### config.mk
export PLATFORM = sky130hd
export DESIGN_NAME = regmove_seq
export DESIGN_NICKNAME = d
export VERILOG_FILES = /design/src/rtl/regmove_pkg.sv /design/src/rtl/regmove_span.sv /design/src/rtl/regmove_addr_step.sv /design/src/rtl/regmove_bswap.sv /design/src/rtl/regmove_tail.sv /design/src/rtl/regmove_seq.sv
export SDC_FILE = /design/constraint.sdc
export NUM_CORES = 1
export LEC_CHECK = 0
export BUFFER_PORTS_ARGS = -buffer_cell sky130_fd_sc_hd__clkbuf_2
export CORE_MARGIN = 3
export CORE_UTILIZATION = 45
export DETAILED_ROUTE_END_ITERATION = 10
export HOLD_SLACK_MARGIN = 0.05
export PLACE_DENSITY = 0.73
export SETUP_SLACK_MARGIN = 0.5
export SLEW_MARGIN = 20
export SYNTH_ARGS = -nofsm -noshare
export SYNTH_HDL_FRONTEND = slang
export SYNTH_HIERARCHICAL = 1
export SYNTH_SLANG_ARGS = --single-unit
### constraint.sdc
create_clock -name clk -period 10.55 [get_ports clk]
set_input_delay 1.055 -clock clk [delete_from_list [all_inputs] [get_ports clk]]
set_output_delay 1.055 -clock clk [all_outputs]
set_load 0.03 [all_outputs]
### src/rtl/regmove_pkg.sv
package regmove_pkg;
  typedef enum logic [2:0] {
    OP_BLK_LOAD  = 3'd0,
    OP_BLK_STORE = 3'd1,
    OP_STR_LOAD  = 3'd2,
    OP_STR_STORE = 3'd3,
    OP_STR_LOADX = 3'd4
  } mv_op_e;

  typedef enum logic {
    ST_IDLE = 1'b0,
    ST_MOVE = 1'b1
  } mv_state_e;
endpackage

### src/rtl/regmove_span.sv
module regmove_span #(
  parameter int LEN_W = 7
) (
  input  logic [4:0]       first_i,
  input  logic [LEN_W-1:0] cnt_i,
  input  logic [4:0]       ra_i,
  input  logic [4:0]       rb_i,
  output logic             hit_o
);
  localparam int NW = LEN_W + 1;

  logic [NW-1:0] nregs;
  logic [4:0]    dist_a;
  logic [4:0]    dist_b;

  // registers covered, rounded up; distance taken modulo 32 handles wrap
  assign nregs  = (NW'(cnt_i) + NW'(3)) >> 2;
  assign dist_a = ra_i - first_i;
  assign dist_b = rb_i - first_i;
  assign hit_o  = ((ra_i != 5'd0) && (NW'(dist_a) < nregs)) ||
                  (NW'(dist_b) < nregs);
endmodule

### src/rtl/regmove_addr_step.sv
module regmove_addr_step #(
  parameter int AW = 64
) (
  input  logic [AW-1:0] addr_i,
  input  logic [2:0]    inc_i,
  input  logic          wrap32_i,
  output logic [AW-1:0] addr_o
);
  logic [AW-1:0] sum;
  assign sum = addr_i + AW'(inc_i);

  generate
    if (AW > 32) begin : g_wide
      assign addr_o = wrap32_i ? {{(AW-32){1'b0}}, sum[31:0]} : sum;
    end else begin : g_narrow
      logic wrap_unused;
      assign wrap_unused = wrap32_i;
      assign addr_o = sum;
    end
  endgenerate
endmodule

### src/rtl/regmove_bswap.sv
module regmove_bswap (
  input  logic [31:0] word_i,
  input  logic        swap_i,
  output logic [31:0] word_o
);
  logic [31:0] rev;
  for (genvar b = 0; b < 4; b++) begin : g_lane
    assign rev[8*b +: 8] = word_i[8*(3-b) +: 8];
  end
  assign word_o = swap_i ? rev : word_i;
endmodule

### src/rtl/regmove_tail.sv
module regmove_tail (
  input  logic [31:0] acc_i,
  input  logic [7:0]  byte_i,
  input  logic [1:0]  pos_i,
  input  logic [31:0] src_i,
  output logic [31:0] acc_o,
  output logic [7:0]  byte_o
);
  logic [4:0] sh;
  always_comb begin
    case (pos_i)
      2'd0:    sh = 5'd24;
      2'd1:    sh = 5'd16;
      default: sh = 5'd8;
    endcase
  end
  assign acc_o  = acc_i | ({24'd0, byte_i} << sh);
  assign byte_o = 8'(src_i >> sh);
endmodule

### src/rtl/regmove_seq.sv
module regmove_seq
  import regmove_pkg::*;
#(
  parameter int AW    = 64,
  parameter int LEN_W = 7
) (
  input  logic             clk,
  input  logic             rst_n,
  input  logic             start,
  input  logic [2:0]       op,
  input  logic [AW-1:0]    base_addr,
  input  logic [4:0]       first_reg,
  input  logic [LEN_W-1:0] str_len,
  input  logic [LEN_W-1:0] idx_len,
  input  logic [4:0]       idx_ra,
  input  logic [4:0]       idx_rb,
  input  logic             addr32,
  input  logic             swap_en,
  output logic             mem_req,
  input  logic             mem_ack,
  output logic             mem_we,
  output logic             mem_size,
  output logic [AW-1:0]    mem_addr,
  output logic [31:0]      mem_wdata,
  input  logic [31:0]      mem_rdata,
  output logic [4:0]       rf_raddr,
  input  logic [31:0]      rf_rdata,
  output logic             rf_we,
  output logic [4:0]       rf_waddr,
  output logic [31:0]      rf_wdata,
  output logic             busy,
  output logic             done,
  output logic             exc
);
  localparam int LW = ((LEN_W > 7) ? LEN_W : 7) + 1;

  mv_state_e     st_q;
  logic          load_q, swap_q, wrap_q, done_q, exc_q;
  logic [AW-1:0] addr_q;
  logic [4:0]    reg_q;
  logic [LW-1:0] left_q;
  logic [31:0]   acc_q;
  logic [1:0]    pos_q;

  // start decode
  logic [5:0]    blk_regs;
  logic [LW-1:0] start_left;
  logic          start_load, start_swap, start_fault, span_hit;

  assign blk_regs = 6'd32 - {1'b0, first_reg};

  regmove_span #(.LEN_W(LEN_W)) u_span (
    .first_i(first_reg), .cnt_i(idx_len), .ra_i(idx_ra), .rb_i(idx_rb),
    .hit_o(span_hit)
  );

  always_comb begin
    start_left  = '0;
    start_load  = 1'b0;
    start_swap  = 1'b0;
    start_fault = 1'b0;
    case (op)
      OP_BLK_LOAD: begin
        start_left = LW'({blk_regs, 2'b00});
        start_load = 1'b1;
        start_swap = swap_en;
      end
      OP_BLK_STORE: begin
        start_left = LW'({blk_regs, 2'b00});
        start_swap = swap_en;
      end
      OP_STR_LOAD: begin
        start_left = LW'(str_len);
        start_load = 1'b1;
      end
      OP_STR_STORE: begin
        start_left = LW'(str_len);
      end
      OP_STR_LOADX: begin
        start_left  = LW'(idx_len);
        start_load  = 1'b1;
        start_fault = (idx_len != '0) && span_hit;
      end
      default: start_left = '0;
    endcase
  end

  // datapath pieces
  logic          word_ph, last_xfer;
  logic [AW-1:0] addr_nx;
  logic [31:0]   rd_word, wr_word, acc_nx;
  logic [7:0]    st_byte;

  assign word_ph   = left_q >= LW'(4);
  assign last_xfer = word_ph ? (left_q == LW'(4)) : (left_q == LW'(1));

  regmove_addr_step #(.AW(AW)) u_step (
    .addr_i(addr_q), .inc_i(word_ph ? 3'd4 : 3'd1), .wrap32_i(wrap_q),
    .addr_o(addr_nx)
  );

  regmove_bswap u_rd_swap (.word_i(mem_rdata), .swap_i(swap_q), .word_o(rd_word));
  regmove_bswap u_wr_swap (.word_i(rf_rdata),  .swap_i(swap_q), .word_o(wr_word));

  regmove_tail u_tail (
    .acc_i(acc_q), .byte_i(mem_rdata[7:0]), .pos_i(pos_q), .src_i(rf_rdata),
    .acc_o(acc_nx), .byte_o(st_byte)
  );

  // sequencer
  always_ff @(posedge clk) begin
    if (!rst_n) begin
      st_q   <= ST_IDLE;
      load_q <= 1'b0;
      swap_q <= 1'b0;
      wrap_q <= 1'b0;
      done_q <= 1'b0;
      exc_q  <= 1'b0;
      addr_q <= '0;
      reg_q  <= '0;
      left_q <= '0;
      acc_q  <= '0;
      pos_q  <= '0;
    end else begin
      done_q <= 1'b0;
      exc_q  <= 1'b0;
      case (st_q)
        ST_IDLE: begin
          if (start) begin
            if (start_fault) begin
              exc_q <= 1'b1;
            end else if (start_left == '0) begin
              done_q <= 1'b1;
            end else begin
              st_q   <= ST_MOVE;
              load_q <= start_load;
              swap_q <= start_swap;
              wrap_q <= addr32;
              addr_q <= base_addr;
              reg_q  <= first_reg;
              left_q <= start_left;
              acc_q  <= '0;
              pos_q  <= '0;
            end
          end
        end
        default: begin
          if (mem_ack) begin
            addr_q <= addr_nx;
            if (word_ph) begin
              reg_q  <= reg_q + 5'd1;
              left_q <= left_q - LW'(4);
            end else begin
              acc_q  <= acc_nx;
              pos_q  <= pos_q + 2'd1;
              left_q <= left_q - LW'(1);
            end
            if (last_xfer) begin
              st_q   <= ST_IDLE;
              done_q <= 1'b1;
            end
          end
        end
      endcase
    end
  end

  assign busy      = (st_q == ST_MOVE);
  assign done      = done_q;
  assign exc       = exc_q;
  assign mem_req   = busy;
  assign mem_we    = ~load_q;
  assign mem_size  = word_ph;
  assign mem_addr  = addr_q;
  assign mem_wdata = word_ph ? wr_word : {24'd0, st_byte};
  assign rf_raddr  = reg_q;
  assign rf_waddr  = reg_q;
  assign rf_we     = busy && mem_ack && load_q && (word_ph || (left_q == LW'(1)));
  assign rf_wdata  = word_ph ? rd_word : acc_nx;

  // checks
  assert_req_hold_R10: assert property (@(posedge clk) disable iff (!rst_n)
    (mem_req && !mem_ack) |=> (mem_req && $stable(mem_addr) && $stable(mem_we) && $stable(mem_size)))
    else $error("request changed before ack");

  assert_exc_quiet_R9: assert property (@(posedge clk) disable iff (!rst_n)
    exc |-> (!mem_req && !rf_we))
    else $error("transfer alongside exception");

  assert_done_exc_excl_R11: assert property (@(posedge clk) disable iff (!rst_n)
    !(done && exc))
    else $error("done and exc together");

  assert_done_after_ack_R11: assert property (@(posedge clk) disable iff (!rst_n)
    (done && $past(busy)) |-> $past(mem_ack))
    else $error("done without a final ack");

  generate
    if (AW > 32) begin : g_wrap_chk
      assert_addr_wrap_R7: assert property (@(posedge clk) disable iff (!rst_n)
        (mem_req && $past(mem_req && mem_ack) && wrap_q) |-> (mem_addr[AW-1:32] == '0))
        else $error("address increment not wrapped");
    end
  endgenerate
endmodule

==> results of run 1 <==
routing by layer:
layer	vias up	GRT usage (%)	share of wire, %
met4	0	7.36	2.3
met3	49	6.21	7.4
li1	4823	-	-
met2	367	39.2	48
met1	4573	28.8	42
met5	-	0	0
sequential cells by signal (all words and copies together) (netlist names):
| register | count |
|---|---|
| rf_raddr | 5 |
| acc_q | 32 |
| left_q | 8 |
| mem_addr | 64 |
| swap_q | 1 |
| busy | 1 |
| exc | 1 |
| done | 1 |
| pos_q | 2 |
| load_q | 1 |
| wrap_q | 1 |
power breakdown:
part / switching [mW] / internal [mW]
registers: 0.0841 / 0.490
clock network: 0.226 / 0.381
logic: 0.598 / 0.307
total: 0.909 / 1.18
synthesized netlist by cell type, drive strengths merged (30+ instances only):
cell type	count	share of area, %
o211a	68	6.7
nor2	35	1.4
a22o	33	2.9
mux2i	77	7.6
nand2	252	9.4
mux2	66	9.6
nand3	35	1.8
clkbuf	43	1.6
buf	50	4.9
o21ai	34	1.7
dfxtp	117	23
xnor2	30	2.6
nand4	33	2.3
and2	31	2.0
layout make-up:
type,count,share of cell area [%]
multi-input combinational,964,58.2
sequential,117,19.5
timing repair buffer,321,13.6
clock buffer,19,3.67
tap,280,2.90
clock inverter,13,1.41
inverter,23,0.715
cells by family after synthesis:
| logic type | after synthesis |
|---|---|
| other | 1 |
| XOR/XNOR | 57 |
| flip-flops | 117 |
| AO/OA/AOI/OAI | 249 |
| adder cells (fa/ha/maj) | 27 |
| multiplexers | 143 |
| buffers and inverters | 116 |
| AND/OR/NAND/NOR | 486 |
critical path, cell delays in order:
cell and delay (ns):
clkbuf_2 0.18, ha_1 0.19, inv_1 0.06, fa_1 0.40, a21o_1 0.18, a21oi_1 0.18
xnor2_1 0.11, ha_1 0.28, nor2_1 0.04, a31oi_1 0.13, o31ai_1 0.09, a31oi_1 0.14
nand4_1 0.14, o211ai_1 0.13, a21oi_1 0.17, a31oi_4 0.16, buf_4 0.51, buf_4 0.77
nand2_1 0.13, o211a_1 0.17
metrics by stage:
stage | worst slack [ns] | power (mW) | cell area, um^2 | utilization (%)
3_3_place_gp | 5.34 | 1.48 | 11500 | 52.2
3_5_place_dp | 5.20 | 1.49 | 11500 | 52.2
6_report | 5.60 | 2.09 | 12100 | 55.0
5_1_grt | 5.28 | 2.21 | 12100 | 55.0
2_1_floorplan | 6.55 | 1.25 | 10100 | -
4_1_cts | 5.64 | 2.10 | 12100 | 55.0
worst paths after layout:
path / start / end
worst max-delay path: first_reg[0] / mem_addr[58]
worst min-delay path: acc_q[9] / acc_q[9]
worst max register to register: left_q[5] / mem_addr[58]
worst min register to register: acc_q[9] / acc_q[9]
==> impl_results.md, run 1 <==
- Fin nets: 1637
- DIE HEIGHT: 156 um
- Worst EP required: 10.86 ns
- Final Skew: 0.0112 ns
- Setup violators final: 0
- Adder-cell area share of the yosys netlist: between 3 and 4%
- Max_slew headroom: around a third
- Post-synthesis sequential area ratio: roughly 23%
- Asr flop ratio synth: 0%
- Largest family of logic cells by synthesized area: simple AND/OR/NAND/NOR gates
- Core Area: roughly 22000 um^2
- Via density per instance: 5.65
- CTS clk-pin slew, worst paths: ~0.06 ns
- Synth Area in Simple Gates: around a quarter
- Hold Crit Depth: 1
- Clk root buf: clkbuf_16
- Die area: between 20000 and 25000 um^2
- Max Cap Violations: 0
- Bufs on Longest Clock Path: 2
- TritonRoute pass-1 iters: 5
- Compound-gate portion of the synthesized area: about 20%
- Hold-fix buffers, CTS: 0
- Post-Synth XOR/XNOR Area: about 4.9%
- ANT cells: 0
- EDFF count, synth: 0
- Hold Crit Class: flip-flop to flip-flop
- First-pass GRT wire length: approximately 47000 um
- Initial Util: between 40% and 50%
- Clk_lat worst skew: approximately 0.42 ns
- Largest net degree at the start of global routing: 97
- Power Dens Cells: 173 nW/um^2
- Synthesized area: 10100 um^2
- WL final: between 20000 and 30000 um
- Max VDD drop: roughly 0.00011 V
- Main synth FF type: dfxtp_1
- Final Slew Violations: 0
- CTS tree: built
- Site Rows: 54
- Number of CTS-inserted buffers: 17
- Post-Syn Instances: 1196
- RSZ-0062 raised after global routing: false
- Area growth syn-to-layout: 19.5%
- Post-cts resize count: 0
- Mux cell area share after synthesis: about 17%
- Reg area: approximately 2400 um^2
- # H-tree levels: 4
- Final Hold Violating Endpoints: 0
- FILL cells: 2076
- Worst slew pin tran: slightly above 1 ns
- Multi-input gate area: approximately 7000 um^2
- Synth Register Bits: roughly 120
- Layout cell share with drive strength beyond 1: between 30% and 40%
- Placed insts: around 1700
- R2r setup slk: 5.99 ns
- Setup crit start kind: input port
- Setup TNS Final: 0 ns
- Minimum clock period: approximately 4.9 ns
- RePlAce Congestion: between 0.8 and 0.9
- GRT Total Usage: roughly 23%
- Leakage: around 6.3 nW
- Synth cell types: slightly above 80
- Drt wl/cell: about 17 um
- Die Wd: 156 um
- Vias: roughly 9800
- Clock sinks: approximately 120
- DR iter-0 viols: between 700 and 800
- Post-Layout Cell Count: 1737
- Worst setup path class: input port to flip-flop
- WP data arrival: 5.26 ns
- Final period util: between 40 and 50%
- Routed Antenna Nets: 0
- Post CTS Setup Buffer Count: 0
- DRC errors left: 0
- Max frequency: 202 MHz
- Outcome: complete, no violations
- Worst-path fanout max: between 80 and 90
- Most frequent cells in the layout: 309 x clkbuf_2, 251 x nand2_1, 114 x dfxtp_1, 77 x mux2i_1, 68 x o211a_1
- Global route overflow: 0
- IO buf count: between 300 and 400
- Initial antenna violation count: 0
- Synthesis Warnings: 6
- Vias in the first global route: 9198
- Dpl hpwl: 21400 um
- Most common cell after layout, fill and taps aside: clkbuf_2
- I/O pin count: 311
- Cell count of the worst reg-to-reg path: 14
- Syn avg cell area: between 8 and 9 um^2
- Final Hold Slack: 0.473 ns
- CP endpoint kind: flip-flop
Power figures use the tool's default switching activity.
==> inputs of run 2 (changes only) <==
Clock period 10.55 ns to 4.9 ns, I/O delays scaled along.
==> run 2 against run 1 <==
Hold slack got worse by 0.16 ns; final cell count increased by 0.17%; routed wire length increased by 1.8%; sequential power increased by 120%; critical endpoint unchanged; highest routed layer unchanged; critical path type is now flip-flop to flip-flop; via count increased by 0.49%; worst setup slack got worse by 4.7 ns; sequential share of layout area decreased by 0.075 points; critical path depth decreased by 4; global-route usage increased by 0.14 points; flip-flop and latch count unchanged; die area unchanged.
==> impl_results.md, run 2 (same netlist as run 1, synthesis figures left out) <==
- Outcome: complete, no violations
- DR iter-0 viols: 661 (-9.2%)
- DRC errors left: 0 (unchanged)
- Most common cell after layout, fill and taps aside: clkbuf_2
- WP data arrival: 4.36 ns (-0.90 ns)
- Largest net degree at the start of global routing: 98 (+1.0%)
- Via density per instance: 5.67 (+0.32%)
- Die Wd: 156 um (unchanged)
- Die area: 24300 um^2 (unchanged)
- Initial Util: 46.0% (unchanged)
- ANT cells: 0 (unchanged)
- Clock sinks: 117 (unchanged)
- Max_slew headroom: 27.8% (-3.6 points)
- R2r setup slk: 0.90 ns (-5.09 ns)
- Delay-heaviest family, CP: simple AND/OR/NAND/NOR gates
- Largest register FFs: 64 (unchanged)
- IO buf count: 310 (unchanged)
- Hold Crit Class: input port to flip-flop
- First-pass GRT wire length: 46900 um (+0.53%)
- Worst EP required: 5.26 ns (-5.60 ns)
- Most frequent cells in the layout: 309 x clkbuf_2, 251 x nand2_1, 115 x dfxtp_1, 77 x mux2i_1, 68 x o211a_1
- Levels on crit path: 16 (-20%)
- Worst slew pin tran: 1.08 ns (+0.0540 ns)
- Max VDD drop: 0.000231 V (+120%)
- Dpl hpwl: 22000 um (+2.8%)
- Critical Path End: mem_addr[58]
- Total power: 4.48 mW (+110%)
- Setup violators final: 0 (unchanged)
- Max Cap Violations: 0 (unchanged)
- Final Hold Violating Endpoints: 0 (unchanged)
- Final period util: between 80 and 90%
- Site Rows: 54 (unchanged)
- CP max-delay cell: or4_1
- CP endpoint kind: flip-flop
- CTS tree: built
- Worst-path fanout max: 13 (-85%)
- Clk_lat worst skew: 0.42 ns (about the same)
- RePlAce Congestion: 0.899 (+2.3%)
- DIE HEIGHT: 156 um (unchanged)
- Vias in the first global route: 9379 (+2.0%)
- # H-tree levels: 4 (unchanged)
- FILL cells: 2026 (-2.4%)
- Final Skew: 0.0138 ns (+0.00252 ns)
- Crit. Startpoint: left_q[3]
- CTS clk-pin slew, worst paths: 0.06 ns (about the same)
- Leakage: 6.28 nW (+0.44%)
- RSZ-0062 raised after global routing: false
- GRT Total Usage: 23.4% (+0.14 points)
- WL final: 29900 um (+1.8%)
- Layout cell share with drive strength beyond 1: 31.2% (+0.073 points)
- Global route overflow: 0 (unchanged)
- Vias: 9860 (+0.49%)
- Hold-fix buffers, CTS: 0 (unchanged)
- Setup crit start kind: flip-flop
- Minimum clock period: between 4 and 5 ns
- I/O pin count: 311 (unchanged)
- Core Area: 22000 um^2 (unchanged)
- CP max stage delay: 0.55 ns (-0.22 ns)
- Number of CTS-inserted buffers: 17 (unchanged)
- Area growth syn-to-layout: 19.9%
- Clk root buf: clkbuf_16
- TritonRoute pass-1 iters: 8 (+3)
- Initial antenna violation count: 0 (unchanged)
- Drt wl/cell: 17.2 um (+1.6%)
- Worst setup path class: flip-flop to flip-flop
- CP bufs+invs: 3 (-1)
- RR Startpoint: left_q[3]
- CP Cell Sequence: inv_1, ha_1, nor2b_1, nand3_2, inv_2, ha_1, fa_1, a21oi_1, nor4_4, buf_4, nand4_4, or4_1, a21oi_1, mux2i_1, nand2_1, o211a_1
- Routed Antenna Nets: 0 (unchanged)
- Fin nets: 1641 (+0.24%)
- Post CTS Setup Buffer Count: 0 (unchanged)
- Setup TNS Final: 0 ns (unchanged)
- Cell count of the worst reg-to-reg path: 16 (+2)
- Post-cts resize count: 0 (unchanged)
- Final Slew Violations: 0 (unchanged)
- Max frequency: between 200 and 250 MHz
- Worst R2R End: mem_addr[58]
- Power Dens Cells: 370 nW/um^2 (+110%)
- Bufs on Longest Clock Path: 2 (unchanged)
==> run 2: worst min-delay path by stage <==
stage | from | end | slack (ns) | cells past startpoint
global placement | pos_q[1] | pos_q[1] | 0.45 | 1
finish | addr32 | wrap_q | 0.31 | 3
CTS | addr32 | wrap_q | 0.29 | 3
floorplan | pos_q[1] | pos_q[1] | 0.43 | 1
detailed placement | pos_q[1] | pos_q[1] | 0.46 | 1
global route | addr32 | wrap_q | 0.33 | 3
==> run 2: power by group <==
part	internal [mW]	leakage, nW	switching (mW)
clock	0.827	0.300	0.448
combinational	0.672	5.02	1.29
sequential	1.06	0.961	0.192
total	2.55	6.28	1.93
==> run 2: metrics by stage <==
step	setup slack (ns)	std cells	util (%)	hold slack (ns)	area, um^2
3_5_place_dp	0.576	1709	52.4	0.457	11500
3_3_place_gp	0.741	1709	52.4	0.446	11500
6_report	0.898	1740	55.2	0.311	12100
4_1_cts	0.903	1740	55.2	0.294	12100
2_1_floorplan	1.25	1197	-	0.426	10100
5_1_grt	0.636	1740	55.2	0.332	12100
==> run 2: layout make-up <==
class	count	area [um^2]	share of cell area [%]
Tap cell	280	350	2.89
Clock buffer	23	509	4.20
Timing Repair Buffer	325	1690	14.0
Clock inverter	8	93.8	0.775
Multi-Input combinational cell	964	7030	58.1
Sequential cell	117	2350	19.4
Inverter	23	86.3	0.713
==> run 2: worst register-to-register path, cell delays in order, from the launching register on <==
cell     delay [ns]
dfxtp_1        0.32
inv_1          0.11
ha_1           0.25
nor2b_1        0.23
nand3_2        0.23
inv_2          0.13
ha_1           0.22
fa_1           0.25
a21oi_1        0.17
nor4_4         0.51
buf_4          0.24
nand4_4        0.22
or4_1          0.55
a21oi_1        0.19
mux2i_1        0.10
nand2_1        0.10
o211a_1        0.13
==> run 2: per-layer routing <==
metal,GRT usage [%],routed length [um]
met3,6.24,2210
met4,7.11,593
met1,28.5,12500
met5,0,0
met2,40.3,14600
